$ cat src/rtl/mct_pkg.sv
package mct_pkg;
    localparam int DATA_W   = 32;
    localparam int HALF_W   = DATA_W / 2;
    localparam int PRE_W    = 8;
    localparam int CTL_W    = 8;

    localparam int CB_EN    = 7;
    localparam int CB_PER   = 6;
    localparam int CB_PSHI  = 3;
    localparam int CB_PSLO  = 2;
    localparam int CB_WIDE  = 1;
    localparam int CB_ONE   = 0;
    localparam logic [CTL_W-1:0] CTL_KEEP = 8'hCF;

    typedef enum logic [1:0] {
        CH_OFF   = 2'd0,
        CH_COUNT = 2'd1,
        CH_DONE  = 2'd2
    } ch_state_t;
endpackage

$ cat src/rtl/mct_channel.sv
module mct_channel
    import mct_pkg::*;
(
    input  logic              clk,
    input  logic              rst_n,
    input  logic              ld_we,
    input  logic              bg_we,
    input  logic              ctl_we,
    input  logic [DATA_W-1:0] wdata,
    output logic [DATA_W-1:0] cnt_o,
    output logic [DATA_W-1:0] bg_o,
    output logic [CTL_W-1:0]  ctl_o,
    output logic              evt_o
);
    ch_state_t         state_q, state_d;
    logic [DATA_W-1:0] cnt_q, bg_q;
    logic [CTL_W-1:0]  ctl_q;
    logic [PRE_W-1:0]  pre_q;
    logic              en_nx, tick, is_zero, wide;
    logic [DATA_W-1:0] cnt_m, wrap_val;

    assign wide     = ctl_q[CB_WIDE];
    assign cnt_m    = wide ? cnt_q : {{HALF_W{1'b0}}, cnt_q[HALF_W-1:0]};
    assign is_zero  = (cnt_m == '0);
    assign wrap_val = wide ? {DATA_W{1'b1}} : {{HALF_W{1'b0}}, {HALF_W{1'b1}}};
    assign en_nx    = ctl_we ? wdata[CB_EN] : ctl_q[CB_EN];

    always_comb begin
        tick = 1'b0;
        if (state_q == CH_COUNT && !ld_we) begin
            unique case (ctl_q[CB_PSHI:CB_PSLO])
                2'b00:   tick = 1'b1;
                2'b01:   tick = (pre_q[3:0] == 4'hF);
                default: tick = (pre_q == {PRE_W{1'b1}});
            endcase
        end
    end

    assign evt_o = tick && is_zero;

    // state register
    always_ff @(posedge clk or negedge rst_n) begin
        if (!rst_n) state_q <= CH_OFF;
        else        state_q <= state_d;
    end

    // next state
    always_comb begin
        state_d = state_q;
        unique case (state_q)
            CH_OFF:   if (en_nx) state_d = CH_COUNT;
            CH_COUNT: if (!en_nx) state_d = CH_OFF;
                      else if (evt_o && ctl_q[CB_ONE]) state_d = CH_DONE;
            CH_DONE:  if (!en_nx) state_d = CH_OFF;
                      else if (ld_we) state_d = CH_COUNT;
            default:  state_d = CH_OFF;
        endcase
    end

    // datapath driven by the state
    always_ff @(posedge clk or negedge rst_n) begin
        if (!rst_n) begin
            cnt_q <= '0;
            bg_q  <= '0;
            ctl_q <= '0;
            pre_q <= '0;
        end else begin
            if (ctl_we) ctl_q <= wdata[CTL_W-1:0] & CTL_KEEP;
            pre_q <= (state_q == CH_COUNT && !ld_we) ? pre_q + 1'b1 : '0;
            if (ld_we) begin
                cnt_q <= wdata;
                bg_q  <= wdata;
            end else begin
                if (bg_we) bg_q <= wdata;
                if (tick) begin
                    if (!is_zero)            cnt_q <= cnt_q - 1'b1;
                    else if (ctl_q[CB_ONE])  cnt_q <= cnt_q;
                    else if (ctl_q[CB_PER])  cnt_q <= bg_q;
                    else                     cnt_q <= wrap_val;
                end
            end
        end
    end

    assign cnt_o = cnt_m;
    assign bg_o  = bg_q;
    assign ctl_o = ctl_q;


    load_sets_chk: assert property (@(posedge clk) disable iff (!rst_n)
        ld_we |=> (cnt_q == $past(wdata)) && (bg_q == $past(wdata)));

    dec_step_chk: assert property (@(posedge clk) disable iff (!rst_n)
        (tick && !is_zero) |=> (cnt_q == $past(cnt_q) - 1'b1));

    done_hold_chk: assert property (@(posedge clk) disable iff (!rst_n)
        (state_q == CH_DONE && !ld_we) |=> $stable(cnt_q));

    off_hold_chk: assert property (@(posedge clk) disable iff (!rst_n)
        (state_q == CH_OFF && !ld_we) |=> $stable(cnt_q));
endmodule

$ cat src/rtl/mct_irq.sv
module mct_irq #(
    parameter int NCH = 4
) (
    input  logic           clk,
    input  logic           rst_n,
    input  logic           mask_we,
    input  logic           clr_we,
    input  logic [NCH-1:0] wbits,
    input  logic [NCH-1:0] evt,
    output logic [NCH-1:0] mask_o,
    output logic [NCH-1:0] raw_o,
    output logic           irq_o
);
    logic [NCH-1:0] mask_q, raw_q, clr_bits;

    assign clr_bits = clr_we ? wbits : '0;

    always_ff @(posedge clk or negedge rst_n) begin
        if (!rst_n) begin
            mask_q <= '0;
            raw_q  <= '0;
        end else begin
            if (mask_we) mask_q <= wbits;
            raw_q <= (raw_q & ~clr_bits) | evt;
        end
    end

    assign mask_o = mask_q;
    assign raw_o  = raw_q;
    assign irq_o  = |(raw_q & mask_q);


    evt_sets_chk: assert property (@(posedge clk) disable iff (!rst_n)
        (|evt) |=> ((raw_q & $past(evt)) == $past(evt)));

    clear_drops_chk: assert property (@(posedge clk) disable iff (!rst_n)
        clr_we |=> ((raw_q & $past(wbits & ~evt)) == '0));
endmodule

$ cat src/rtl/mct_timer_unit.sv
module mct_timer_unit
    import mct_pkg::*;
#(
    parameter int NCH    = 4,
    parameter int ADDR_W = 8
) (
    input  logic              clk,
    input  logic              rst_n,
    input  logic              wr_en,
    input  logic [ADDR_W-1:0] addr,
    input  logic [DATA_W-1:0] wdata,
    output logic [DATA_W-1:0] rdata,
    output logic              irq_o
);
    localparam int SLOT_W = ADDR_W - 4;

    logic [SLOT_W-1:0] slot;
    logic [1:0]        word;
    logic [NCH-1:0]    evt, mask, raw;
    logic [DATA_W-1:0] cnt [NCH];
    logic [DATA_W-1:0] bg  [NCH];
    logic [CTL_W-1:0]  ctl [NCH];

    assign slot = addr[ADDR_W-1:4];
    assign word = addr[3:2];

    for (genvar i = 0; i < NCH; i++) begin : g_ch
        logic hit;
        assign hit = wr_en && (slot == SLOT_W'(i + 1));
        mct_channel u_ch (
            .clk    (clk),
            .rst_n  (rst_n),
            .ld_we  (hit && word == 2'd0),
            .bg_we  (hit && word == 2'd3),
            .ctl_we (hit && word == 2'd2),
            .wdata  (wdata),
            .cnt_o  (cnt[i]),
            .bg_o   (bg[i]),
            .ctl_o  (ctl[i]),
            .evt_o  (evt[i])
        );
    end

    mct_irq #(.NCH(NCH)) u_irq (
        .clk     (clk),
        .rst_n   (rst_n),
        .mask_we (wr_en && slot == '0 && word == 2'd0),
        .clr_we  (wr_en && slot == '0 && word == 2'd3),
        .wbits   (wdata[NCH-1:0]),
        .evt     (evt),
        .mask_o  (mask),
        .raw_o   (raw),
        .irq_o   (irq_o)
    );

    always_comb begin
        rdata = '0;
        if (slot == '0) begin
            unique case (word)
                2'd0:    rdata = DATA_W'(mask);
                2'd1:    rdata = DATA_W'(raw);
                2'd2:    rdata = DATA_W'(raw & mask);
                default: rdata = '0;
            endcase
        end
        for (int i = 0; i < NCH; i++) begin
            if (slot == SLOT_W'(i + 1)) begin
                unique case (word)
                    2'd1:    rdata = cnt[i];
                    2'd2:    rdata = DATA_W'(ctl[i]);
                    default: rdata = bg[i];
                endcase
            end
        end
    end


    irq_match_chk: assert property (@(posedge clk) disable iff (!rst_n)
        $rose(irq_o) |-> ((raw & mask) != '0));
endmodule

$ cat config.mk
export PLATFORM = sky130hd
export DESIGN_NAME = mct_timer_unit
export DESIGN_NICKNAME = d
export VERILOG_FILES = /design/src/rtl/mct_pkg.sv /design/src/rtl/mct_channel.sv /design/src/rtl/mct_irq.sv /design/src/rtl/mct_timer_unit.sv
export SDC_FILE = /design/constraint.sdc
export NUM_CORES = 1
export LEC_CHECK = 0
export BUFFER_PORTS_ARGS = -buffer_cell sky130_fd_sc_hd__buf_2
export CORE_ASPECT_RATIO = 1.25
export CORE_MARGIN = 2
export CORE_UTILIZATION = 46
export DETAILED_ROUTE_END_ITERATION = 12
export RECOVER_POWER = 50
export SYNTH_ARGS = -nofsm -noshare
export SYNTH_HDL_FRONTEND = slang
export SYNTH_SLANG_ARGS = --single-unit
export TNS_END_PERCENT = 30
$ cat constraint.sdc
create_clock -name clk -period 5.2 [get_ports clk]
set_input_delay 0.52 -clock clk [delete_from_list [all_inputs] [get_ports clk]]
set_output_delay 0.52 -clock clk [all_outputs]
set_load 0.05 [all_outputs]
## Word level (Yosys, flattened, before mapping)

Cells that the tools add are included.

| word-level totals | value |
|---|---|
| register bits after elaboration | 328 |
| logic and storage cells | 231 |
| input port bits | 43 |

| cells by class | value |
|---|---|
| multiplexer cells | 87 |
| bitwise logic cells | 5 |
| add/subtract/negate cells | 8 |
| reduce and logical (&&, ||, !) cells | 66 |
| equality and inequality tests | 43 |

Operators with widths:

| cell | count |
|---|---|
| $mux W32 | 40 |
| $pmux W32 S2 | 4 |
| $logic_not A32 Y1 | 4 |
| $sub A32 B1 Y32 const B | 4 |
| $mux W2 | 20 |
| $add A8 B1 Y8 const B | 4 |
| $eq A8 B8 Y1 const B | 4 |
| $mux W8 | 4 |
| $logic_and A1 B1 Y1 | 31 |
| $ne A3 B2 Y1 const B | 8 |
| $pmux W2 S3 | 4 |
| $eq A2 B1 Y1 const B | 9 |
| $logic_not A2 Y1 | 9 |
| $eq A4 B4 Y1 const B | 4 |
| $reduce_bool A2 Y1 | 8 |
| $and A4 B4 Y4 | 3 |
| $eq A2 B2 Y1 const B | 6 |
| $ne A3 B3 Y1 const B | 4 |
| $pmux W4 S3 | 1 |
| $reduce_and A3 Y1 | 4 |
| $eq A4 B2 Y1 const B | 2 |
| $mux W1 | 8 |
| $mux W4 | 2 |
| $ne A2 B1 Y1 const B | 4 |
| other kinds (9) | 18 |

## Longest topological paths before layout

Gate-level depths: netlist of the first run.

| logic depth | value |
|---|---|
| depth in word-level cells | 11 |
| gate-level depth with buffers | 12 |
| mapped depth without buffers | 8 |

## Cells and area by module

A second synthesis of the first run with hierarchy kept.

| second synthesis, totals | value |
|---|---|
| cell total of the unflattened synthesis | 2390 |
| area total of the unflattened synthesis | 21976.1 µm² |

By module, submodules not included:

| module | area an instance (µm²) | cells each | instances |
|---|---|---|---|
| mct_channel at g_ch[0].u_ch ... | 4778.3 | 487 | 2 |
| mct_channel at g_ch[3].u_ch | 4890.9 | 536 | 1 |
| mct_channel at g_ch[2].u_ch | 4825.9 | 497 | 1 |
| mct_timer_unit | 2393.5 | 360 | 1 |
| mct_irq | 309.0 | 23 | 1 |

## Least setup slack after synthesis of the first run

No wires, ideal clock.

| timing path | value |
|---|---|
| path kind | input to output |
| start | in addr[4] |
| end | out rdata[2] |
| stages | 5 |
| data required time | 4680 ps |
| buffers on the path | 3 |
| setup slack | 1645 ps |
| arrival | 3035 ps |
| cells stage by stage | buf_2 or4b_2 clkbuf_1 clkbuf_1 o31ai_1 |

| between the ends | value |
|---|---|
| longest elaborated chain between the ends | 6 |
| elaborated cells on any way between the ends | 10 |
| classes of those cells | 4 x eq/ne; 5 x mux; 1 x reduce/logical |

Ends and longest elaborated chain:

| element | RTL line | RTL |
|---|---|---|
| from (decl) | mct_timer_unit.sv:10 | `input logic [ADDR_W-1:0] addr,` |
| $logic_not A4 Y1 | mct_timer_unit.sv:58 | `if (slot == '0) begin` |
| $mux W4 | mct_timer_unit.sv:58 |  |
| $mux W32 (3 in series) | mct_timer_unit.sv:67 | `if (slot == SLOT_W'(i + 1)) begin` |
| $mux W32 (*) | mct_timer_unit.sv:67 |  |
| to (decl) | mct_timer_unit.sv:12 | `output logic [DATA_W-1:0] rdata,` |

Mark *: on every way between the ends. The rest lies on a longest branch, timed or not.

## Worst setup path after layout of the first run

| timing path | value |
|---|---|
| start | in addr[2] |
| end | out rdata[16] |

| between the ends | value |
|---|---|
| longest elaborated chain between the ends | 6 |
| elaborated cells on any way between the ends | 10 |
| classes of those cells | 2 x eq/ne; 8 x mux |

Ends and longest elaborated chain:

| element | RTL line | RTL |
|---|---|---|
| $eq A2 B2 Y1 / $eq A2 B1 Y1 (equally long branches) | mct_timer_unit.sv:68 | `unique case (word)` |
| $pmux W32 S2 | mct_timer_unit.sv:68 |  |
| $mux W32 (3 in series) | mct_timer_unit.sv:67 |  |
| $mux W32 (*) | mct_timer_unit.sv:67 |  |

Marks and branches as above.

==> impl.org, run 1 <==
** Run status
- The flow ran to the end, but the final reports show violations.
- Failing checks :: max-capacitance violations, max-slew violations

** Synthesis
- Fraction of synthesized cell area taken by the top area cell type :: 39.8%
- Post-synth EDFFs :: 0
- Top-count cell post-synth :: sky130_fd_sc_hd__dfrtp_1
- Of all cell types, the one taking the most synthesized area is sky130_fd_sc_hd__dfrtp_1.
- Adder and majority cell fraction of the synthesized area :: 1.03%
- After synthesis, the largest family of logic cells by area is compound AO/OA/AOI/OAI gates.
- Top cells by area in the synthesized netlist :: sky130_fd_sc_hd__dfrtp_1, sky130_fd_sc_hd__a21oi_1, sky130_fd_sc_hd__mux2_2
- After synthesis, the most frequently instantiated cells are sky130_fd_sc_hd__dfrtp_1, sky130_fd_sc_hd__a21oi_1, sky130_fd_sc_hd__nor2_1.
- In this run, synthesis produced a sequential element count of 328.
- Async set or reset register ratio after synthesis :: 100%
- Yosys printed 0 warnings.
- Post-synthesis mux area share :: 6.56%
- Summing every instance area after synthesis gives between 0.02 and 0.025 mm2.
- Each instance of the synthesized netlist takes up on average between 8 and 9 um2.
- Share of synthesized area occupied by flip-flops and latches :: about two fifths
- Prevailing post-synth register cell :: sky130_fd_sc_hd__dfrtp_1
- Number of nets in the synthesized netlist :: 2464
- Synthesis produced a netlist whose cell count is 2404.
- Post-synthesis cell type count :: 75
- Compound-gate portion of the synthesized area :: 24.8%
- Simple logic cell fraction of the synthesized area :: between 10% and 20%
- After Yosys synthesis, XOR and XNOR cells account for under 10% of the synthesized area.

** Route
- After detailed routing, the number of remaining DRC violations is 0.
- Routed Antenna Nets :: 0
- Detailed router's first-iteration violation count :: around 2200
- Count of TritonRoute iterations in the first routing pass :: 12
- In the routed layout, each cell is associated on average with a via count of 6.79.
- Final wirelength :: around 78 mm
- In the final routed layout, each cell accounts on average for 26.3 um.
- Detailed routing inserted a total of 20100 vias.

** Clocking
- The H-tree was split into 2 levels.
- The clock net in this run drives a total of 328 sinks.
- Clock buffer count from CTS :: 39
- Buffers inserted by post-CTS timing repair :: 0
- Clock-pin transition on the worst setup and hold timing paths :: 0.06 ns
- At the later pin of the worst-skew pair, clock insertion delay measures 0.55 ns.
- Clock tree from TritonCTS :: built
- Maximum buffer depth of the clock tree :: 3
- In this run, post-CTS hold repair placed 0 buffers.
- Cts repair resizes :: 0
- Clk root buf :: sky130_fd_sc_hd__clkbuf_16

** Floorplanning
- Initial core utilization :: 46.7%
- The floorplan step defined a core boundary enclosing 0.0442 mm2.
- The floorplan step defined a die boundary enclosing roughly 0.047 mm2.
- Number of placed I/O pins :: 76
- Height of the die :: 241 um
- Die Wd :: between 150 and 200 um
- The floorplan has 86 rows.

** Place
- After detailed placement, the total cell area comes to 0.0214 mm2.
- I/O Buffers :: 73
- Number of placed instances, taps included :: 2894
- The congestion estimate from routability-driven global placement came to 0.990.
- Detailed placement ended at an HPWL of 55.0 mm.

** Power and ir drop
- The internal portion of the total power is 6240 uW.
- Of the total power, combinational logic draws 32.7%.
- Sequential cells burn between 40 and 50% of the power.
- Switching portion of total power :: 40.6%
- Switching Power :: ~4300 uW
- Worst vdd rail ir drop :: 0.275 mV
- Clock power frac :: a little over a quarter
- In this run the static leakage power is approximately 0.0092 uW.
- Total Power Consumption :: 10500 uW
- Ratio of total power to cell area :: 464 mW/mm2

** STA
- The number of max-slew violations in the final report is 333.
- Post-route setup TNS :: 0 ns
- Count of endpoints failing setup in the final report :: 0
- The hold violation total from the final report is 0.
- Slew margin rel. :: -72.7%
- Dividing the final minimum period by the clock period gives 78.7%.
- After layout, the minimum clock period comes to 4.09 ns.
- At the pin with the least slew margin, the transition time is ~2.6 ns.
- RSZ-0062 raised after global routing :: false
- Timing-limited maximum frequency :: ~240 MHz
- Worst-case clock skew :: 0.0213 ns

** Worst hold path
- In this run the worst hold path is classified as input port to flip-flop.
- The worst hold path was traced through 3 stages.
- The worst hold path terminates at g_ch[1].u_ch.bg_o[14].
- The worst hold path begins at wdata[14].

** Worst setup path
- The worst setup path is launched from an input port.
- Depth of the worst register-to-register path :: 6
- The worst register-to-register path ends at g_ch[2].u_ch.cnt_q[10].
- Crit-path max FO :: 37
- Data arrival time of the critical path :: 3.57 ns
- In this run the register-to-register setup slack is between 1 and 1.5 ns.
- The worst register-to-register path begins at g_ch[2].u_ch.cnt_q[19].
- WP data required :: 4.68 ns
- The critical path is of the input port to primary output type.
- The worst setup path is captured at a primary output.

** Job
- Across the run, the number of max-cap violations was 3.

** GRT
- Wire length of the first global-routing pass :: 119 mm
- For this run, the total global-route usage over all layers was measured as 32.9%.
- The initial antenna violation count came to 4.
- Entering global routing, the biggest net connects 122 pins.
- Vias in the first global route :: 19200
- Summed over all layers, the global routing overflow is 0.

** Cells and area
- Non-filler cells, final :: approximately 3000
- Cells with a size suffix above 1 make up ~14% of the layout.
- Layout area overhead :: 9.67%
- Net count, final :: 2423
- Once layout is complete, the utilization of the core stands at 51.2%.
- Once layout is done, the placed cells without fillers occupy roughly 0.023 mm2.
- N_diodes :: 0
[per-layer routing]
metal | part of all wire, % | track usage, %
met3 | 7.3 | 4.72
met2 | 45 | 52.0
met5 | 0.060 | 0
met4 | 7.1 | 20.6
met1 | 41 | 42.8
[power by group through the flow]
| stage | combinational, uW | clock, uW | sequential (uW) |
|---|---|---|---|
| finish | 3430 | 2780 | 4290 |
| global route | 3770 | 2920 | 4370 |
| CTS | 3370 | 2820 | 4250 |
| detailed placement | 3350 | 0 | 4300 |
| global placement | 3280 | 0 | 4270 |
| floorplan | 2680 | 0 | 3800 |
[cell usage in the layout (no fill, tap or decap), types with 41 or more instances in the layout]
| master | count |
|---|---|
| sky130_fd_sc_hd__clkbuf_16 | 41 |
| sky130_fd_sc_hd__o22ai_1 | 87 |
| sky130_fd_sc_hd__o21ai_0 | 193 |
| sky130_fd_sc_hd__buf_4 | 49 |
| sky130_fd_sc_hd__inv_1 | 56 |
| sky130_fd_sc_hd__nor3_1 | 65 |
| sky130_fd_sc_hd__xor2_1 | 53 |
| sky130_fd_sc_hd__xnor2_1 | 55 |
| sky130_fd_sc_hd__nand3_1 | 79 |
| sky130_fd_sc_hd__nor2_1 | 193 |
| sky130_fd_sc_hd__nand2_1 | 172 |
| sky130_fd_sc_hd__nor2b_1 | 44 |
| sky130_fd_sc_hd__a21oi_1 | 270 |
| sky130_fd_sc_hd__mux2_2 | 115 |
| sky130_fd_sc_hd__buf_2 | 71 |
| sky130_fd_sc_hd__dfrtp_1 | 328 |
[state kept, by name, summed over array words and instances, names as in the netlist]
register           flops
g_ch.u_ch.state_q      8
u_irq.raw_o            4
g_ch.u_ch.pre_q       32
g_ch.u_ch.ctl_o       24
u_irq.mask_o           4
g_ch.u_ch.cnt_q      128
g_ch.u_ch.bg_o       128
[final cells by class]
cell class              count  area, um2
fillers                  4215      21600
repair buffers            127        774
clock inverters             7       91.3
clock buffers              60       1180
well taps                 572        716
flip-flops and latches    328       8210
inverters                  57        214
multi-input cells        1810      11500
[worst max path at each step]
stage	to	cells past startpoint	startpoint	slack (ns)
5_1_grt	g_ch[3].u_ch.ctl_o[1]	2	rst_n	0.71
2_1_floorplan	rdata[2]	5	addr[4]	1.65
4_1_cts	g_ch[2].u_ch.cnt_q[10]	6	g_ch[2].u_ch.cnt_q[19]	1.31
3_3_place_gp	g_ch[2].u_ch.cnt_q[10]	6	g_ch[2].u_ch.cnt_q[19]	1.38
6_report	rdata[16]	11	addr[2]	1.11
3_5_place_dp	g_ch[2].u_ch.cnt_q[16]	6	g_ch[2].u_ch.cnt_q[18]	1.34
[kinds of logic (layout without fill, tap and decap cells)]
logic type                 after synthesis  after routing
adders and majority gates               17             17
xor gates and xnor gates               108            108
and+or+nand+nor                        751            751
muxes                                  121            121
DFF                                    328            328
AOI/OAI and AO/OA                      813            813
buffers and inverters                  266            251
[metrics by stage]
stage | worst slack [ns] | hold slack [ns]
final | 1.11 | 0.339
after global routing | 0.712 | 0.358
after CTS | 1.31 | 0.0578
after detailed placement | 1.34 | 0.456
after global placement | 1.38 | 0.438
after floorplan | 1.65 | 0.224
[critical path, cell delays in order]
cell,delay (ns)
sky130_fd_sc_hd__clkbuf_1,0.17
sky130_fd_sc_hd__inv_1,0.09
sky130_fd_sc_hd__ha_1,0.65
sky130_fd_sc_hd__buf_4,0.50
sky130_fd_sc_hd__and3_1,0.22
sky130_fd_sc_hd__a21oi_1,0.05
sky130_fd_sc_hd__o22ai_1,0.53
sky130_fd_sc_hd__a221o_1,0.20
sky130_fd_sc_hd__a21oi_1,0.06
sky130_fd_sc_hd__a21oi_1,0.25
sky130_fd_sc_hd__buf_2,0.31
No activity file was read; power rests on OpenSTA's default activity.
==> run 2, diff against run 1 <==
- ABC_AREA: not set -> 1
- clock period: 5.2 -> 4.2 ns (I/O delays scaled with it)
==> run 2 against run 1 <==
The run still ends with max-capacitance violations, max-slew violations left. Cell count grew 43%. Clock power up 28%. Wire length increased by 27%. Total power increased by 46%. Critical path type is now flip-flop to primary output. Largest power group is now combinational cells.
==> impl.org, run 2 <==
** Worst hold path
- Worst Hold Launch :: wdata[2]
- The tightest min-delay check is of the input port to flip-flop type.

** Place
- Final GP Congestion :: 1.05 (+6.5%)
- The half-perimeter wire length after placement came to 74.4 mm (+35%).
- The cell count after placement came to 4150 (+43%).
- The count of input and output buffers came to 73 (unchanged).
- Cell Area, Placed :: 0.0234 mm2 (+9.1%)

** Run status
- Failing checks :: max-capacitance violations, max-slew violations
- Status :: complete, but fails checks

** Route
- Count of TritonRoute iterations in the first routing pass :: 8 (-4)
- The number of DRC markers in iteration 0 came to 2627 (+22%).
- Vias/cell :: 5.81 (-14%)
- The routed wire length was 99.1 mm (+27%).
- The average detailed-routed wire length per instance came to 23.5 um (-11%).
- The number of remaining DRC errors was 0 (unchanged).
- The number of nets with antenna violations after routing was 0 (unchanged).
- Detailed-route via count :: 24500 (+22%)

** Synthesis
- Share of synthesized area occupied by flip-flops and latches :: 36.5% (-3.3 points)
- The count of flip-flops with a built-in enable after synthesis was 0 (unchanged).
- Commonest cells in the synthesized netlist :: sky130_fd_sc_hd__nand2_1, sky130_fd_sc_hd__nor2_1, sky130_fd_sc_hd__o21ai_0
- The cell area after synthesis was 0.0225 mm2 (+8.9%).
- The average footprint of a synthesized cell came to 6.35 um2 (-26%).
- The most used flip-flop cell after synthesis is sky130_fd_sc_hd__dfrtp_1.
- The number of instances in the synthesized netlist came to 3543 (+47%).
- Cell type with the highest aggregate area in the netlist :: sky130_fd_sc_hd__dfrtp_1
- Number of nets in the synthesized netlist :: 3603 (+46%)
- Register bit count reported by yosys :: 328 (unchanged)
- Yosys warning count :: 0 (unchanged)
- In the post-synthesis netlist, the cell with the most instances is sky130_fd_sc_hd__nand2_1.
- The number of distinct library cells after synthesis was 43 (-43%).
- Top cells by area in the synthesized netlist :: sky130_fd_sc_hd__dfrtp_1, sky130_fd_sc_hd__nand2_1, sky130_fd_sc_hd__o21ai_0
- Fraction of synthesized cell area taken by the top area cell type :: 36.5% (-3.3 points)
- The share of flip-flops with an asynchronous set or reset after synthesis is 100% (unchanged).

** STA
- Slew margin rel. :: -65.7% (+7.0 points)
- The total setup violations reported at the end of the flow came to 0 (unchanged).
- Share of the cycle needed by the critical path after routing :: between 80 and 90%
- Post-route setup TNS :: 0 ns (unchanged)
- Pins over their slew limit :: 86 (-74%)
- Period minus WS final :: 3.77 ns
- Static timing analysis puts the maximum clock frequency at between 200 and 300 MHz.
- Fin. Hold Viols :: 0 (unchanged)
- Worst-case clock skew :: 0.0196 ns (-0.00165 ns)
- Setup repair after global routing left no endpoint under its margin.
- The transition time at the pin with the least slew margin was 2.49 ns (-0.105 ns).

** Floorplanning
- The I/O pin count is 76 (unchanged).
- Row cnt :: 90 (+4.7%)
- Die area :: 0.0507 mm2 (+8.8%)
- Height of the die :: 251 um (+4.3%)
- Placeable Area :: 0.0483 mm2 (+9.2%)
- Die Wd :: 202 um (+4.3%)
- The starting density of the core came to 46.6% (-0.13 points).

** Power and ir drop
- Reported leakage power :: 0.0123 uW (+34%)
- The fraction of power consumed by the clock network is 23.3% (-3.2 points).
- Worst vdd rail ir drop :: 0.426 mV (+55%)
- The part of the power in registers was 33.4% (-7.4 points).
- The switching power summed over all nets is 7330 uW (+72%).
- The cell-internal power came to 8000 uW (+28%).
- The combinational group share of total power was 43.3% (+11 points).
- The switching share of power was 47.8% (+7.2 points).
- Total Power Consumption :: 15300 uW (+46%)
- Ratio of total power to cell area :: 623 mW/mm2 (+34%)

** Cells and area
- The fraction of final layout cells with drive strength greater than 1 came to 5.99% (-8.0 points).
- Leaving out fill and tap cells, the most frequent cell in the layout is sky130_fd_sc_hd__nand2_1.
- Net count, final :: 3607 (+49%)
- The library cells used most frequently in the layout, excluding fill and tap cells, are sky130_fd_sc_hd__nand2_1, sky130_fd_sc_hd__nor2_1, sky130_fd_sc_hd__o21ai_0.
- Footprint of the multi-input gates :: 0.0124 mm2 (+8.6%)
- From synthesis to final layout, the design area changed by 9.42%.
- Number of inserted filler cells in the final layout :: 4989 (+18%)
- Non-filler cells, final :: 4222 (+43%)
- Final instance area :: 0.0246 mm2 (+8.7%)
- The register cell area after layout came to 0.00821 mm2 (unchanged).

** Worst setup path
- Tracing the worst setup path back leads to its startpoint at g_ch[1].u_ch.ctl_o[1].
- The largest individual stage delay along the critical path comes from the cell sky130_fd_sc_hd__dfrtp_1.
- The critical path is of the flip-flop to primary output type.
- The data required time at the worst endpoint came to 3.78 ns (-0.90 ns).
- The signal on the critical path passes through inv_1, o311ai_0, a21oi_1, nor2_1, buf_2.
- Crit path buf inv count :: 2 (-2)
- The startpoint identified for the worst register-to-register timing path is g_ch[3].u_ch.ctl_o[1].
- STA classifies the critical path endpoint as a primary output.
- The worst setup slack for register-to-register paths came to 0.91 ns (-0.25 ns).
- The data arrival time of the worst path was 3.35 ns (-0.22 ns).
- Crit-path max FO :: 18 (-51%)
- The largest stage delay on the critical path is 0.79 ns (+0.14 ns).
- STA classifies the critical path startpoint as a flip-flop.
- On the critical path the largest part of the delay comes from compound AO/OA/AOI/OAI gates.

** GRT
- The total global-route track usage is 38.8% (+5.9 points).
- Pin count of the biggest net entering global routing :: 88 (-28%)
- The first-pass GRT wire length is 146 mm (+23%).
- Number of antenna violations at the first check in global routing :: 1 (-3)
- Vias in the first global route :: 23000 (+19%)
- The global route total overflow was 0 (unchanged).

** Clocking
- CTS Hold Buffers Added :: 1 (+1)
- Clk root buf :: sky130_fd_sc_hd__clkbuf_16
- Cts repair resizes :: 0 (unchanged)
- The clock latency of the later-clocked register in the worst-skew pair was 0.58 ns (+0.03 ns).
- The maximum root-to-sink buffer count was 3 (unchanged).
- Clock tree from TritonCTS :: built
- Number of levels in the clock H-tree :: 2 (unchanged)
- The register clock-pin slew on the reported worst setup and hold paths came to 0.06 ns (about the same).
- Buffers inserted by post-CTS timing repair :: 0 (unchanged)
- Clock buffer count from CTS :: 38 (-2.6%)
- Number of clock sinks :: 328 (unchanged)

** Job
- The count of maximum capacitance violations was 1 (-2).
run 2: cell types whose count changed after synthesis, moves of 41 or more:
cell,previous run,this run
sky130_fd_sc_hd__o22ai_1,87,13
sky130_fd_sc_hd__nor3_1,69,20
sky130_fd_sc_hd__nor4_1,41,0
sky130_fd_sc_hd__xnor2_1,55,6
sky130_fd_sc_hd__a21oi_1,270,103
sky130_fd_sc_hd__inv_1,57,284
sky130_fd_sc_hd__nor2b_1,44,0
sky130_fd_sc_hd__clkbuf_1,175,99
sky130_fd_sc_hd__nand2_1,172,1244
sky130_fd_sc_hd__nor2_1,200,475
sky130_fd_sc_hd__mux2_2,115,0
sky130_fd_sc_hd__o21ai_0,192,364
sky130_fd_sc_hd__nand3_1,79,271
run 2: final timing paths:
kind / end / depth (start not counted)
min reg2reg: g_ch[1].u_ch.pre_q[0] / 1
max reg2reg: g_ch[3].u_ch.cnt_q[1] / 10
max: rdata[16] / 5
max in group asynchronous: g_ch[2].u_ch.cnt_q[14] / 3
min: g_ch[0].u_ch.cnt_q[2] / 3
min in group asynchronous: g_ch[1].u_ch.pre_q[4] / 2
run 2: layout make-up:
type,count,share of cell area [%]
multi-input combinational,2760,50.6
sequential,328,33.4
inverter,299,4.56
clock buffer,49,4.40
tap,644,3.27
timing repair buffer,120,2.99
clock inverter,18,0.819
antenna,4,0.0407
run 2: tightest hold or removal path, stage by stage:
cell	delay (ns)
sky130_fd_sc_hd__buf_2	0.17
sky130_fd_sc_hd__nand2_1	0.09
sky130_fd_sc_hd__nand3_1	0.07
run 2: power by group through the flow:
stage	logic, uW	registers (uW)	clock network [uW]
2_1_floorplan	4760	4660	0
3_3_place_gp	6400	5110	0
3_5_place_dp	6490	5130	0
4_1_cts	6530	5080	3600
5_1_grt	7440	5210	3710
6_report	6640	5120	3570
run 2: metal layers:
metal	wire, um	global-route usage (%)
met3	8110	5.73
met2	44900	62.6
met1	39000	49.4
met5	12	0
met4	7170	23.4
run 2: cells by family after synthesis:
| logic type | synth area share [%] |
|---|---|
| buffers and inverters | 8.16 |
| XOR/XNOR | 2.06 |
| AND/OR/NAND/NOR | 37.9 |
| adder cells (fa/ha/maj) | 0.946 |
| flip-flops | 36.5 |
| AO/OA/AOI/OAI | 14.5 |
run 2: through the flow:
step           util, %  setup slack (ns)  hold slack [ns]
2_1_floorplan        -              1.28            0.124
3_3_place_gp      48.4             0.844            0.444
3_5_place_dp      48.4             0.804            0.453
4_1_cts           51.0             0.610            0.199
5_1_grt           50.9             0.290            0.219
6_report          50.9             0.433            0.222
